File: src/rtl/flash_irq_pkg.sv
package flash_irq_pkg;
  localparam int unsigned DW       = 16;
  localparam int unsigned N_EVT    = 4;
  localparam int unsigned MST_BIT  = 15;
  localparam int unsigned DONE_LSB = 4;
  localparam int unsigned ERR_LSB  = 10;
  localparam int unsigned POL_BIT  = 6;
  localparam int unsigned RDY_BIT  = 7;

  typedef logic [DW-1:0] word_t;

  localparam word_t CFG1_RST     = 16'h40C0;
  localparam word_t CFG2_RST     = 16'h0000;
  localparam word_t INT_COLD_RST = 16'h8080;
  localparam word_t INT_WARM_RST = 16'h8010;
  localparam word_t CFG1_RD_MASK = 16'hFFE0;
endpackage

File: src/rtl/flash_irq_cfg.sv
module flash_irq_cfg
  import flash_irq_pkg::*;
#(
  parameter word_t C1_RST  = CFG1_RST,
  parameter word_t C2_RST  = CFG2_RST,
  parameter word_t RD_MASK = CFG1_RD_MASK
) (
  input  logic  clk_i,
  input  logic  rst_ni,
  input  logic  warm_i,
  input  logic  wr1_i,
  input  logic  wr2_i,
  input  word_t wdata_i,
  output word_t cfg1_o,
  output word_t cfg1_rd_o,
  output word_t cfg2_o
);
  word_t cfg1_q, cfg2_q;

  always_ff @(posedge clk_i or negedge rst_ni) begin
    if (!rst_ni) begin
      cfg1_q <= C1_RST;
      cfg2_q <= C2_RST;
    end else if (warm_i) begin
      cfg1_q <= C1_RST;
      cfg2_q <= C2_RST;
    end else begin
      if (wr1_i) cfg1_q <= wdata_i;
      if (wr2_i) cfg2_q <= wdata_i;
    end
  end

  assign cfg1_o    = cfg1_q;
  assign cfg1_rd_o = cfg1_q & RD_MASK;
  assign cfg2_o    = cfg2_q;
endmodule

File: src/rtl/flash_irq_stat.sv
module flash_irq_stat
  import flash_irq_pkg::*;
#(
  parameter int unsigned NE = N_EVT
) (
  input  logic          clk_i,
  input  logic          rst_ni,
  input  logic          warm_i,
  input  logic          int_we_i,
  input  word_t         wdata_i,
  input  logic [NE-1:0] done_i,
  input  logic [NE-1:0] err_i,
  output word_t         int_o,
  output word_t         status_o
);
  localparam logic [NE-1:0] ZERO_EVT = '0;

  word_t int_q, st_q;
  word_t done_w, err_w, err_mask;
  word_t int_and, int_nxt, st_keep, st_nxt;

  // place event bits at their register positions
  for (genvar i = 0; i < DW; i++) begin : g_map
    if (i >= DONE_LSB && i < DONE_LSB + NE) begin : g_done
      assign done_w[i] = done_i[i-DONE_LSB];
    end else begin : g_done0
      assign done_w[i] = 1'b0;
    end
    if (i >= ERR_LSB && i < ERR_LSB + NE) begin : g_err
      assign err_w[i]    = err_i[i-ERR_LSB];
      assign err_mask[i] = 1'b1;
    end else begin : g_err0
      assign err_w[i]    = 1'b0;
      assign err_mask[i] = 1'b0;
    end
  end

  always_comb begin
    int_and = int_we_i ? (int_q & wdata_i) : int_q;
    st_keep = (int_we_i && !int_and[MST_BIT]) ? (st_q & ~err_mask) : st_q;
    int_nxt = int_and | done_w;
    if ((done_i != ZERO_EVT) || (err_i != ZERO_EVT)) int_nxt[MST_BIT] = 1'b1;
    st_nxt  = st_keep | err_w;
  end

  always_ff @(posedge clk_i or negedge rst_ni) begin
    if (!rst_ni) begin
      int_q <= INT_COLD_RST;
      st_q  <= '0;
    end else if (warm_i) begin
      int_q <= INT_WARM_RST;
      st_q  <= '0;
    end else begin
      int_q <= int_nxt;
      st_q  <= st_nxt;
    end
  end

  assign int_o    = int_q;
  assign status_o = st_q;
endmodule

File: src/rtl/flash_irq_cmd.sv
module flash_irq_cmd
  import flash_irq_pkg::*;
(
  input  logic  clk_i,
  input  logic  rst_ni,
  input  logic  warm_i,
  input  logic  cmd_we_i,
  input  logic  busy_i,
  input  word_t wdata_i,
  output word_t cmd_o,
  output logic  cmd_valid_o
);
  word_t cmd_q;
  logic  vld_q;

  always_ff @(posedge clk_i or negedge rst_ni) begin
    if (!rst_ni) begin
      cmd_q <= '0;
      vld_q <= 1'b0;
    end else if (warm_i) begin
      cmd_q <= '0;
      vld_q <= 1'b0;
    end else begin
      vld_q <= cmd_we_i && !busy_i;
      if (cmd_we_i && !busy_i) cmd_q <= wdata_i;
    end
  end

  assign cmd_o       = cmd_q;
  assign cmd_valid_o = vld_q;
endmodule

File: src/rtl/flash_irq_regs.sv
module flash_irq_regs
  import flash_irq_pkg::*;
#(
  parameter logic [15:0] CMD_OFS  = 16'hF220,
  parameter logic [15:0] CFG1_OFS = 16'hF221,
  parameter logic [15:0] CFG2_OFS = 16'hF222,
  parameter logic [15:0] STAT_OFS = 16'hF240,
  parameter logic [15:0] INT_OFS  = 16'hF241
) (
  input  logic        clk_i,
  input  logic        rst_ni,
  input  logic        warm_rst_i,
  input  logic        we_i,
  input  logic [15:0] addr_i,
  input  logic [15:0] wdata_i,
  output logic [15:0] rdata_o,
  input  logic [3:0]  done_i,
  input  logic [3:0]  err_i,
  output logic [15:0] cmd_o,
  output logic        cmd_valid_o,
  output logic        irq_o,
  output logic        rdy_o
);
  word_t cfg1_q, cfg1_rd, cfg2_q, int_q, status_q;

  flash_irq_cfg u_cfg (
    .clk_i, .rst_ni, .warm_i(warm_rst_i),
    .wr1_i(we_i && addr_i == CFG1_OFS),
    .wr2_i(we_i && addr_i == CFG2_OFS),
    .wdata_i, .cfg1_o(cfg1_q), .cfg1_rd_o(cfg1_rd), .cfg2_o(cfg2_q)
  );

  flash_irq_stat u_stat (
    .clk_i, .rst_ni, .warm_i(warm_rst_i),
    .int_we_i(we_i && addr_i == INT_OFS),
    .wdata_i, .done_i, .err_i, .int_o(int_q), .status_o(status_q)
  );

  flash_irq_cmd u_cmd (
    .clk_i, .rst_ni, .warm_i(warm_rst_i),
    .cmd_we_i(we_i && addr_i == CMD_OFS),
    .busy_i(int_q[MST_BIT]),
    .wdata_i, .cmd_o, .cmd_valid_o
  );

  always_comb begin
    unique case (addr_i)
      CMD_OFS:  rdata_o = cmd_o;
      CFG1_OFS: rdata_o = cfg1_rd;
      CFG2_OFS: rdata_o = cfg2_q;
      STAT_OFS: rdata_o = status_q;
      INT_OFS:  rdata_o = int_q;
      default:  rdata_o = '0;
    endcase
  end

  assign irq_o = int_q[MST_BIT] ^ ~cfg1_q[POL_BIT];
  assign rdy_o = cfg1_q[RDY_BIT];
endmodule

File: config.mk
export PLATFORM = sky130hd
export DESIGN_NAME = flash_irq_regs
export DESIGN_NICKNAME = d
export VERILOG_FILES = /design/src/rtl/flash_irq_pkg.sv /design/src/rtl/flash_irq_cfg.sv /design/src/rtl/flash_irq_stat.sv /design/src/rtl/flash_irq_cmd.sv /design/src/rtl/flash_irq_regs.sv
export SDC_FILE = /design/constraint.sdc
export NUM_CORES = 1
export LEC_CHECK = 0
export ABC_CLOCK_PERIOD_IN_PS = 4200
export BUFFER_PORTS_ARGS = -buffer_cell sky130_fd_sc_hd__buf_2
export CAP_MARGIN = 15
export CELL_PAD_IN_SITES_DETAIL_PLACEMENT = 1
export CELL_PAD_IN_SITES_GLOBAL_PLACEMENT = 2
export CORE_AREA = 2 2 101 103
export DETAILED_ROUTE_END_ITERATION = 16
export DIE_AREA = 0 0 103 105
export PLACE_DENSITY = 0.88
export SETUP_SLACK_MARGIN = 0.05
export SLEW_MARGIN = 20
export SYNTH_ARGS = -nofsm -noshare
export SYNTH_HDL_FRONTEND = slang
export SYNTH_SLANG_ARGS = --single-unit
File: constraint.sdc
create_clock -name clk_i -period 4.2 [get_ports clk_i]
set_input_delay 0.21 -clock clk_i [delete_from_list [all_inputs] [get_ports clk_i]]
set_output_delay 0.21 -clock clk_i [all_outputs]
set_load 0.02 [all_outputs]
After elaboration in Yosys (flattened, before gate mapping)
Cells that the tools add are included. Widths: inputs -> output; s select.

Register bits: 81. Bits in latches: 0. Memory bits (writable): 0. Memory bits (read-only): 0. Bits of input ports: 44. Output and inout bits: 35. Logic and storage cells: 43. Memories kept: 0.

$add $sub $neg: 0. Multiply operators: 0. Divide/modulo/power cells: 0. Magnitude comparators: 0. Equality and inequality tests: 5. Shift-type cells: 0. Muxes and demuxes: 13. Bitwise gates (word level): 5. Reduce and logical (&&, ||, !) cells: 14.

Operator list (count): $mux 16 (9); $eq 16x16->1 const B (5); $pmux 16 s5 (1); $and 16x16->16 (1); $or 16x14->16 (1); $or 16x8->16 (1); $mux 14 (1); $reduce_bool 4->1 (2); $logic_and 1x1->1 (6); $reduce_bool 2->1 (3); $logic_not 1->1 (2); $mux 1 (2); $logic_or 1x1->1 (1); $not 1->1 (1); $xor 1x1->1 (1).

Longest topological paths before layout
Gate-level depths: netlist of run 1.

Word-level depth: 8. Mapped depth: 7. Gate-level depth less buffers: 4.

Cells and area by module
A second synthesis of run 1 with hierarchy kept.

Cell total of the unflattened synthesis: 366. Area, all modules: 4063.9 um^2.

Modules (own cells, without submodules): flash_irq_cfg (times used 1, cells each 120, area an instance 1448.9 um^2, seq. area each 804.5 um^2); flash_irq_cmd (times used 1, cells each 73, area an instance 879.6 um^2, seq. area each 425.4 um^2); flash_irq_stat (times used 1, cells each 74, area an instance 869.6 um^2, seq. area each 503.0 um^2); flash_irq_regs (times used 1, cells each 99, area an instance 865.8 um^2, seq. area each 0.0 um^2).

Worst setup path after synthesis of run 1
OpenSTA, ideal clock, no wires.

Path kind: input -> output. From: in addr_i[8]. To: out rdata_o[14]. Data arrival time: 1834 ps. Required time: 3990 ps. Setup slack: 2156 ps. Cell stages on the path: 6. Buffers on the path: 2. Cell sequence: or4b_1 buf_2 nor4_4 and3_1 buf_2 a221o_1.

Cells in the longest elaborated chain, start to end: 2. Elaborated cells between the ends (all ways): 6. Those cells by class: 5 x eq/ne; 1 x mux.

Ends and longest elaborated chain: from (decl) (line flash_irq_regs.sv:14) `input logic [15:0] addr_i,`; $eq 16x16->1 (line flash_irq_regs.sv:47) `unique case (addr_i)`; $pmux 16 s5 * (line flash_irq_regs.sv:47); to (decl) (line flash_irq_regs.sv:16) `output logic [15:0] rdata_o,`.

Every way passes the cells marked *; elsewhere a longest branch is shown, timed or not.

Worst setup path in the final report of run 1
From: in addr_i[8]. To: out rdata_o[15].

The elaborated chain is that of the path after synthesis.

==> flow_summary.toml, run 1 <==
[global_routing]
grt.overflow.total = 0
antenna_found_initial = 0
grt_max_degree = 53
grt_usage_pct = 23.0
grt_pass1_wl_mm = 19.0
grt_pass1_vias = 3406

[sta]
post-route-min-period_ns = 2.78
fmax_mhz = 360
holdWs_ns = 0.140
setup_viol = 0
fin_tns_setup_ns = 0
rsz0062_at_grt = "false"
finalCritPeriodShare_pct = 66.2
maxSlewViolCount = 0
worst_slew_pin_slew_ns = 1.01
fin_worst_skew_ns = 0.00954
relSlewSlack_pct = 32.6
hold_viol = 0

[clocking]
cts_tree = "done"
cts_root_buf = "clkbuf_8"
clk_latency_ns = 0.34
cts_buffer_depth = 2
clk_pin_slew_ns = 0.06
cts_sinks = 64
cts_buffers = 9
h-tree-depth = 3

[floorplanning]
die-area_mm2 = 0.0108
coreArea_mm2 = 0.00964
die-width_um = 103
start_util_pct = 34.9
die_y_um = 105
num_rows = 36
pin_count = 79

[worst_setup_path]
critPathLaunchType = "input pin"
crit_type = "input pin to primary output"
crit_fanout = 17
cp-end-kind = "primary output"
cp.arrival_ns = 2.57
worstPathRequired_ns = 3.99

[pwr]
powerDensity_mw_per_mm2 = 294
peakVddDrop_v = 0.000129
leakagePower_nw = 1.80

[placed_design]
globalplace.congestion = 0.779
hpwl_mm = 8.00
io_buffer_count = 78

[yosys]
synth_top_area_share_pct = 43.9
synth-seq-cells = 64
yosys_warnings = 0
yosysUniqueCellTypes = 43
synth_commonest_cells = "59 x dfrtp_1, 47 x a21oi_1, 43 x o21ai_0"
ys_async_sr_fraction_pct = 100
synthTopCellsByArea = "dfrtp_1 44%, a21oi_1 7.0%, o21ai_0 6.4%"
synth_fp_nets = 406
ys_seq_area_share_pct = 47.8
yosysTopAreaCell = "dfrtp_1"
syn_area_per_cell_um2 = 9.28
synth.cell_area_mm2 = 0.00336
synth_edf_count = 0
synth_cells = 362
synth.most_common_cell = "dfrtp_1"
ys.flop_type = "dfrtp_1"

[route]
vias = 3275
viasPerCell = 5.83
ant_nets = 0
dr.pass1.iters = 4
post_drt_wl_per_cell_um = 21.1
wirelength_mm = 11.9
drc = 0
drtIter0Drc = 288

[worst_hold_path]
hold_path_class = "input pin to flop"

[status]
status = "finished clean"

[cells_and_area]
n_antenna_cell = 0
drive_above_1_share_pct = 25.2
area_growth_pct = 19.2
nets = 468

[flow_run]
drv_cap = 0
registers in the layout, indices dropped and copies added (netlist names):
register,flops
u_cfg.cfg1_o,11
u_cfg.cfg2_o,16
u_cmd.cmd_o,16
u_cmd.cmd_valid_o,1
u_stat.int_o,16
u_stat.status_o,4
cell usage in the layout, fill, tap and decap left out, types with 2 or more instances in the layout:
cell type  synthesis  routed
buf_2              4      78
dfrtp_1           59      59
a21oi_1           47      47
o21ai_0           43      43
nand3_1           36      36
nor2_1            25      25
nand4_1           19      19
a221o_1           14      14
o211a_1           11      11
clkbuf_8           0      10
and3_1             9       9
buf_4              4       9
a22oi_1            8       8
a211oi_1           7       7
nor3_1             6       6
clkbuf_1          28       5
dfstp_2            5       5
nand3b_1           3       3
nor4b_1            2       2
nand2b_1           2       2
nand2_1            2       2
nor2b_1            2       2
inv_1              2       2
a22o_1             2       2
nor4_1             3       2
repair_timing:
item,CTS,global route
hold buffers,1,0
resized for setup,0,0
hold endpoints to repair,20,0
setup buffers,0,0
endpoints found under the setup margin,0,0
layer usage:
metal	vias to the layer above	track usage [%]	routed length, µm
li1	1503	-	-
met1	1674	31.9	5260
met2	83	36.1	5940
met3	15	4.01	476
met4	0	7.42	199
met5	-	0	0
through the flow:
step	utilization [%]	cell area [µm²]	total power [mW]	instances	setup slack (ns)
2_1_floorplan	-	3360	0.668	362	2.16
3_3_place_gp	39.8	3830	0.727	545	1.46
3_5_place_dp	39.8	3830	0.729	545	1.38
4_1_cts	41.5	4010	1.18	562	1.38
5_1_grt	41.5	4010	1.22	562	1.29
6_report	41.5	4010	1.18	562	1.42
cell families after synthesis:
kind of cell           synth area share, %
AO/OA/AOI/OAI                         26.0
XOR/XNOR                             0.261
buffers and inverters                 5.18
multiplexers                         0.633
flip-flops                            47.8
AND/OR/NAND/NOR                       20.1
final timing paths:
| check | slack [ns] | to | cells past startpoint | start |
|---|---|---|---|---|
| min reg2reg | 0.51 | u_stat.int_o[3] | 1 | u_stat.int_o[3] |
| max reg2reg | 2.55 | u_cmd.cmd_o[11] | 3 | u_stat.int_o[15] |
| min in group asynchronous | 0.41 | u_stat.int_o[3] | 2 | rst_ni |
| max in group asynchronous | 2.85 | u_cfg.cfg1_o[14] | 3 | rst_ni |
| min | 0.14 | u_stat.int_o[7] | 3 | done_i[3] |
| max | 1.42 | rdata_o[15] | 7 | addr_i[8] |
report_power, final:
group,switching (mW),total (mW),internal [mW],leakage (nW)
logic,0.0663,0.0938,0.0276,0.852
clock network,0.228,0.459,0.231,0.0817
registers,0.00318,0.625,0.622,0.863
critical path, stage by stage:
cell and delay [ns]:
buf_2 0.10, or4b_1 0.67, nor4_4 0.37, buf_4 0.27, and3_1 0.53, a221o_1 0.24
buf_2 0.16
final cells by class:
type,instances,area [µm²]
inverters,2,7.51
repair buffers,88,468
multi-input cells,259,1590
clock buffers,15,156
flip-flops and latches,64,1610
clock inverters,1,5.00
fillers,1159,5630
well taps,133,166
(Power assumes the default switching activity.)
==> inputs of run 2 (changes only) <==
Settings changed: ABC_CLOCK_PERIOD_IN_PS 4200 to 2600, CORE_AREA 2 2 101 103 to 2 2 106 108, DIE_AREA 0 0 103 105 to 0 0 108 110, PLACE_DENSITY 0.88 to 0.82.
Clock period 4.2 ns to 2.6 ns, I/O delays scaled along.
==> flow_summary.toml, run 2 (synthesized netlist as in run 1, its figures left out) <==
[sta]
worst_slew_pin_slew_ns = 0.621
finalCritPeriodShare_pct = 86.3
fin_tns_setup_ns = 0
maxSlewViolCount = 0
relSlewSlack_pct = 58.5
fmax_mhz = 446
setup_viol = 0
hold_viol = 0
fin_worst_skew_ns = 0.00780
rsz0062_at_grt = "false"
post-route-min-period_ns = 2.24

[route]
dr.pass1.iters = 4
drtIter0Drc = 161
vias = 3362
viasPerCell = 5.78
post_drt_wl_per_cell_um = 21.1
drc = 0
wirelength_mm = 12.3
ant_nets = 0

[placed_design]
globalplace.congestion = 0.875
hpwl_mm = 8.56
io_buffer_count = 78

[floorplanning]
pin_count = 79
coreArea_mm2 = 0.0107
num_rows = 38
die-width_um = 108
die_y_um = 110
die-area_mm2 = 0.0119
start_util_pct = 31.4

[global_routing]
grt_max_degree = 52
antenna_found_initial = 0
grt_pass1_vias = 3356
grt.overflow.total = 0
grt_usage_pct = 21.6
grt_pass1_wl_mm = 19.3

[worst_setup_path]
r2r_setup_slack_ns = 1.14
path_buf_inv = 3
critPathLaunchType = "input pin"
cp_slowest_cell = "or4b_1"
worstPathRequired_ns = 2.47
crit_chain = "buf_2, or4b_1, nor4_4, buf_4, and3_1, a221o_1, buf_2"
cp.arrival_ns = 2.11
cpPeakStageDelay_ns = 0.68
critPathTopFamily = "simple AND/OR/NAND/NOR gates"
cp-end-kind = "primary output"
cp_common_cell = "buf_2"
crit_type = "input pin to primary output"
crit_fanout = 20

[clocking]
cts_root_buf = "clkbuf_8"
clk_pin_slew_ns = 0.06
cts_buffers = 9
cts_sinks = 64
cts_tree = "done"
cts_buffer_depth = 2
clk_latency_ns = 0.35
h-tree-depth = 3

[worst_hold_path]
hold_path_class = "input pin to flop"

[pwr]
peakVddDrop_v = 0.000187
powerDensity_mw_per_mm2 = 470
leakagePower_nw = 1.87
fin_total_pwr_mw = 1.94

[cells_and_area]
mostFrequentLayoutCells = "78 x buf_2, 59 x dfrtp_1, 47 x a21oi_1"
final_common_cell = "buf_2"
drive_above_1_share_pct = 27.4
area_growth_pct = 22.6
n_antenna_cell = 0
nets = 481

[flow_run]
drv_cap = 0

[status]
status = "finished clean"
run 2: cell types whose count changed in the layout (fill, tap and decap cells not counted), sizes merged:
cell    change
buf        +13
clkbuf      +1
clkinv      -1
run 2: final timing paths:
path / startpoint / endpoint / depth (start not counted)
worst max-delay path: addr_i[8] / rdata_o[3] / 7
min in group asynchronous: rst_ni / u_cmd.cmd_o[12] / 2
worst max register to register: u_stat.int_o[15] / u_cmd.cmd_o[5] / 4
worst min-delay path: wdata_i[7] / u_cfg.cfg1_o[7] / 3
worst min register to register: u_stat.int_o[2] / u_stat.int_o[2] / 1
max in group asynchronous: rst_ni / u_cfg.cfg1_o[6] / 3
run 2: tightest hold or removal path, delay by kind of cell:
family        cells  cell delay [ns]
simple gates      2             0.13
buf+inv           1             0.13
run 2: where the power goes:
part,switching (mW),internal (mW),total (mW)
combinational,0.113,0.0481,0.161
sequential,0.00411,1.00,1.01
clock,0.369,0.401,0.769
total,0.485,1.45,1.94
run 2: timing repair:
item,4_1_cts,5_1_grt
gates resized for setup,0,0
hold endpoints to repair,18,0
buffers inserted,0,0
hold buffers,1,0
run 2: layout make-up:
class | instances | area, µm²
Sequential cell | 64 | 1610
Multi-Input combinational cell | 259 | 1590
Inverter | 2 | 7.51
Clock buffer | 16 | 170
Fill cell | 1271 | 6580
Tap cell | 140 | 175
Timing Repair Buffer | 101 | 566
run 2: per-stage QoR:
| step | worst slack, ns | std cells | util (%) | hold WS [ns] | instance area (µm²) |
|---|---|---|---|---|---|
| floorplan | 0.716 | 362 | - | -0.166 | 3360 |
| global placement | 0.375 | 565 | 36.8 | 0.134 | 3940 |
| detailed placement | 0.372 | 565 | 36.8 | 0.135 | 3940 |
| CTS | 0.349 | 582 | 38.5 | 0.0349 | 4120 |
| global route | 0.255 | 582 | 38.5 | 0.0555 | 4120 |
| finish | 0.357 | 582 | 38.5 | 0.0529 | 4120 |
run 2: routing by layer:
layer,GRT usage [%],vias to the layer above,wire [µm]
met3,3.82,19,534
met5,0,-,0
met1,29.7,1727,5570
met2,34.4,86,5910
met4,7.33,0,288
li1,-,1530,-
==> inputs of run 3 (changes only) <==
Settings changed: CORE_AREA 2 2 106 108 to 2 2 104 106, CTS_BUF_LIST set to sky130_fd_sc_hd__clkbuf_8, DIE_AREA 0 0 108 110 to 0 0 106 108, PLACE_DENSITY 0.82 to 0.84.
==> flow_summary.toml, run 3 (synthesized netlist as in run 1, its figures left out) <==
[clocking]
clk_latency_ns = 0.34
cts_root_buf = "clkbuf_8"
cts_tree = "done"
clk_pin_slew_ns = 0.08
h-tree-depth = 3
cts_buffers = 9
cts_buffer_depth = 2
cts_sinks = 64

[pwr]
powerDensity_mw_per_mm2 = 497
p_int_mw = 1.52
p_sw_share_pct = 25.6
p_clk_share_pct = 43.1
fin_total_pwr_mw = 2.05
leakagePower_nw = 1.86
peakVddDrop_v = 0.000208
p_sw_mw = 0.526
pwr-share-comb_pct = 7.7
p_seq_share_pct = 49.2

[placed_design]
dp.cells = 556
globalplace.congestion = 0.856
io_buffer_count = 78
hpwl_mm = 8.24
postPlaceCellArea_mm2 = 0.00391
dpl_worst_slack_ns = 0.314

[route]
dr.pass1.iters = 4
drc = 0
drtIter0Drc = 181
post_drt_wl_per_cell_um = 20.8
vias = 3347
viasPerCell = 5.84
ant_nets = 0
wirelength_mm = 11.9

[worst_hold_path]
hold_path_class = "input pin to flop"
worst_hold_startpoint = "wdata_i[14]"
hold_end = "u_cfg.cfg1_o[14]"
hold_depth = 3

[floorplanning]
coreArea_mm2 = 0.0102
die_y_um = 108
pin_count = 79
die-area_mm2 = 0.0114
die-width_um = 106
num_rows = 37
start_util_pct = 32.8

[cells_and_area]
regArea_mm2 = 0.00161
nets = 476
finalInstanceArea_mm2 = 0.00413
mostFrequentLayoutCells = "78 x buf_2, 59 x dfrtp_1, 47 x a21oi_1"
drive_above_1_share_pct = 27.7
multi_input_area_mm2 = 0.00159
n_antenna_cell = 0
final_common_cell = "buf_2"
fillers = 1197
stdcell_count = 573
fin_util_pct = 40.3
area_growth_pct = 22.7

[worst_setup_path]
r2r_setup_slack_ns = 1.06
crit_chain = "buf_2, or4b_1, nor4_4, buf_4, and4_1, a221o_1, buf_2"
critPathLaunchType = "input pin"
cp_slowest_cell = "or4b_1"
cp_common_cell = "buf_2"
timing.rr.start = "u_stat.int_o[15]"
crit_type = "input pin to primary output"
worst_r2r_path_depth = 4
cp.arrival_ns = 2.16
cpPeakStageDelay_ns = 0.67
r2r-end = "u_cmd.cmd_o[15]"
crit_fanout = 21
worstPathRequired_ns = 2.47
cp-end-kind = "primary output"

[sta]
fmax_mhz = 436
setup_viol = 0
rsz0062_at_grt = "false"
holdWs_ns = 0.0608
fin_tns_setup_ns = 0
fin_worst_skew_ns = 0.00582
maxSlewViolCount = 0
finalCritPeriodShare_pct = 88.1
hold_viol = 0
worst_slew_pin_slew_ns = 0.713
relSlewSlack_pct = 52.1
layout_setup_ws_ns = 0.308
post-route-min-period_ns = 2.29

[global_routing]
grt_pass1_vias = 3597
grt_usage_pct = 21.3
grt.overflow.total = 0
grt_pass1_wl_mm = 19.1
antenna_found_initial = 0
grt_max_degree = 52

[status]
status = "finished clean"

[flow_run]
drv_cap = 0
## run 3: worst max-delay path by stage
stage                     depth (start not counted)           to  startpoint  slack, ns
after CTS                                         6   rdata_o[1]   addr_i[8]       0.31
after global placement                            6  rdata_o[11]   addr_i[8]       0.34
after floorplan                                   6  rdata_o[14]   addr_i[8]       0.72
after detailed placement                          6   rdata_o[1]   addr_i[8]       0.31
after global routing                              6   rdata_o[0]   addr_i[8]       0.22
final                                             7  rdata_o[10]   addr_i[8]       0.31
## run 3: metal layers
metal / GRT usage [%] / vias up / wire (µm)
met5: 0 / - / 0
met4: 9.12 / 0 / 275
met3: 3.32 / 19 / 567
met2: 36.1 / 100 / 5780
met1: 27.1 / 1710 / 5280
li1: - / 1518 / -
## run 3: layout make-up
class                      count  area share, %
sequential                    64           39.0
multi-input combinational    259           38.6
timing repair buffer          96           13.1
tap                          136           4.12
clock buffer                  10           3.34
clock inverter                 6           1.64
inverter                       2          0.182
## run 3: power groups by stage
stage | clock, mW | sequential [mW] | combinational [mW]
4_1_cts | 0.902 | 1.01 | 0.159
3_5_place_dp | 0 | 1.03 | 0.157
5_1_grt | 0.938 | 1.01 | 0.174
6_report | 0.883 | 1.01 | 0.159
3_3_place_gp | 0 | 1.03 | 0.153
2_1_floorplan | 0 | 1.03 | 0.0540
## run 3: worst max-delay path, delay by kind of cell
family / cells / cell delay (ns)
compound gates: 1 / 0.11
simple gates: 3 / 1.34
buf+inv: 3 / 0.58
## run 3: repair_timing
item                                   in CTS  in global routing
hold buffers                                1                  0
gates resized for setup                     0                  0
endpoints found under the hold margin      26                  0
setup buffers                               0                  0
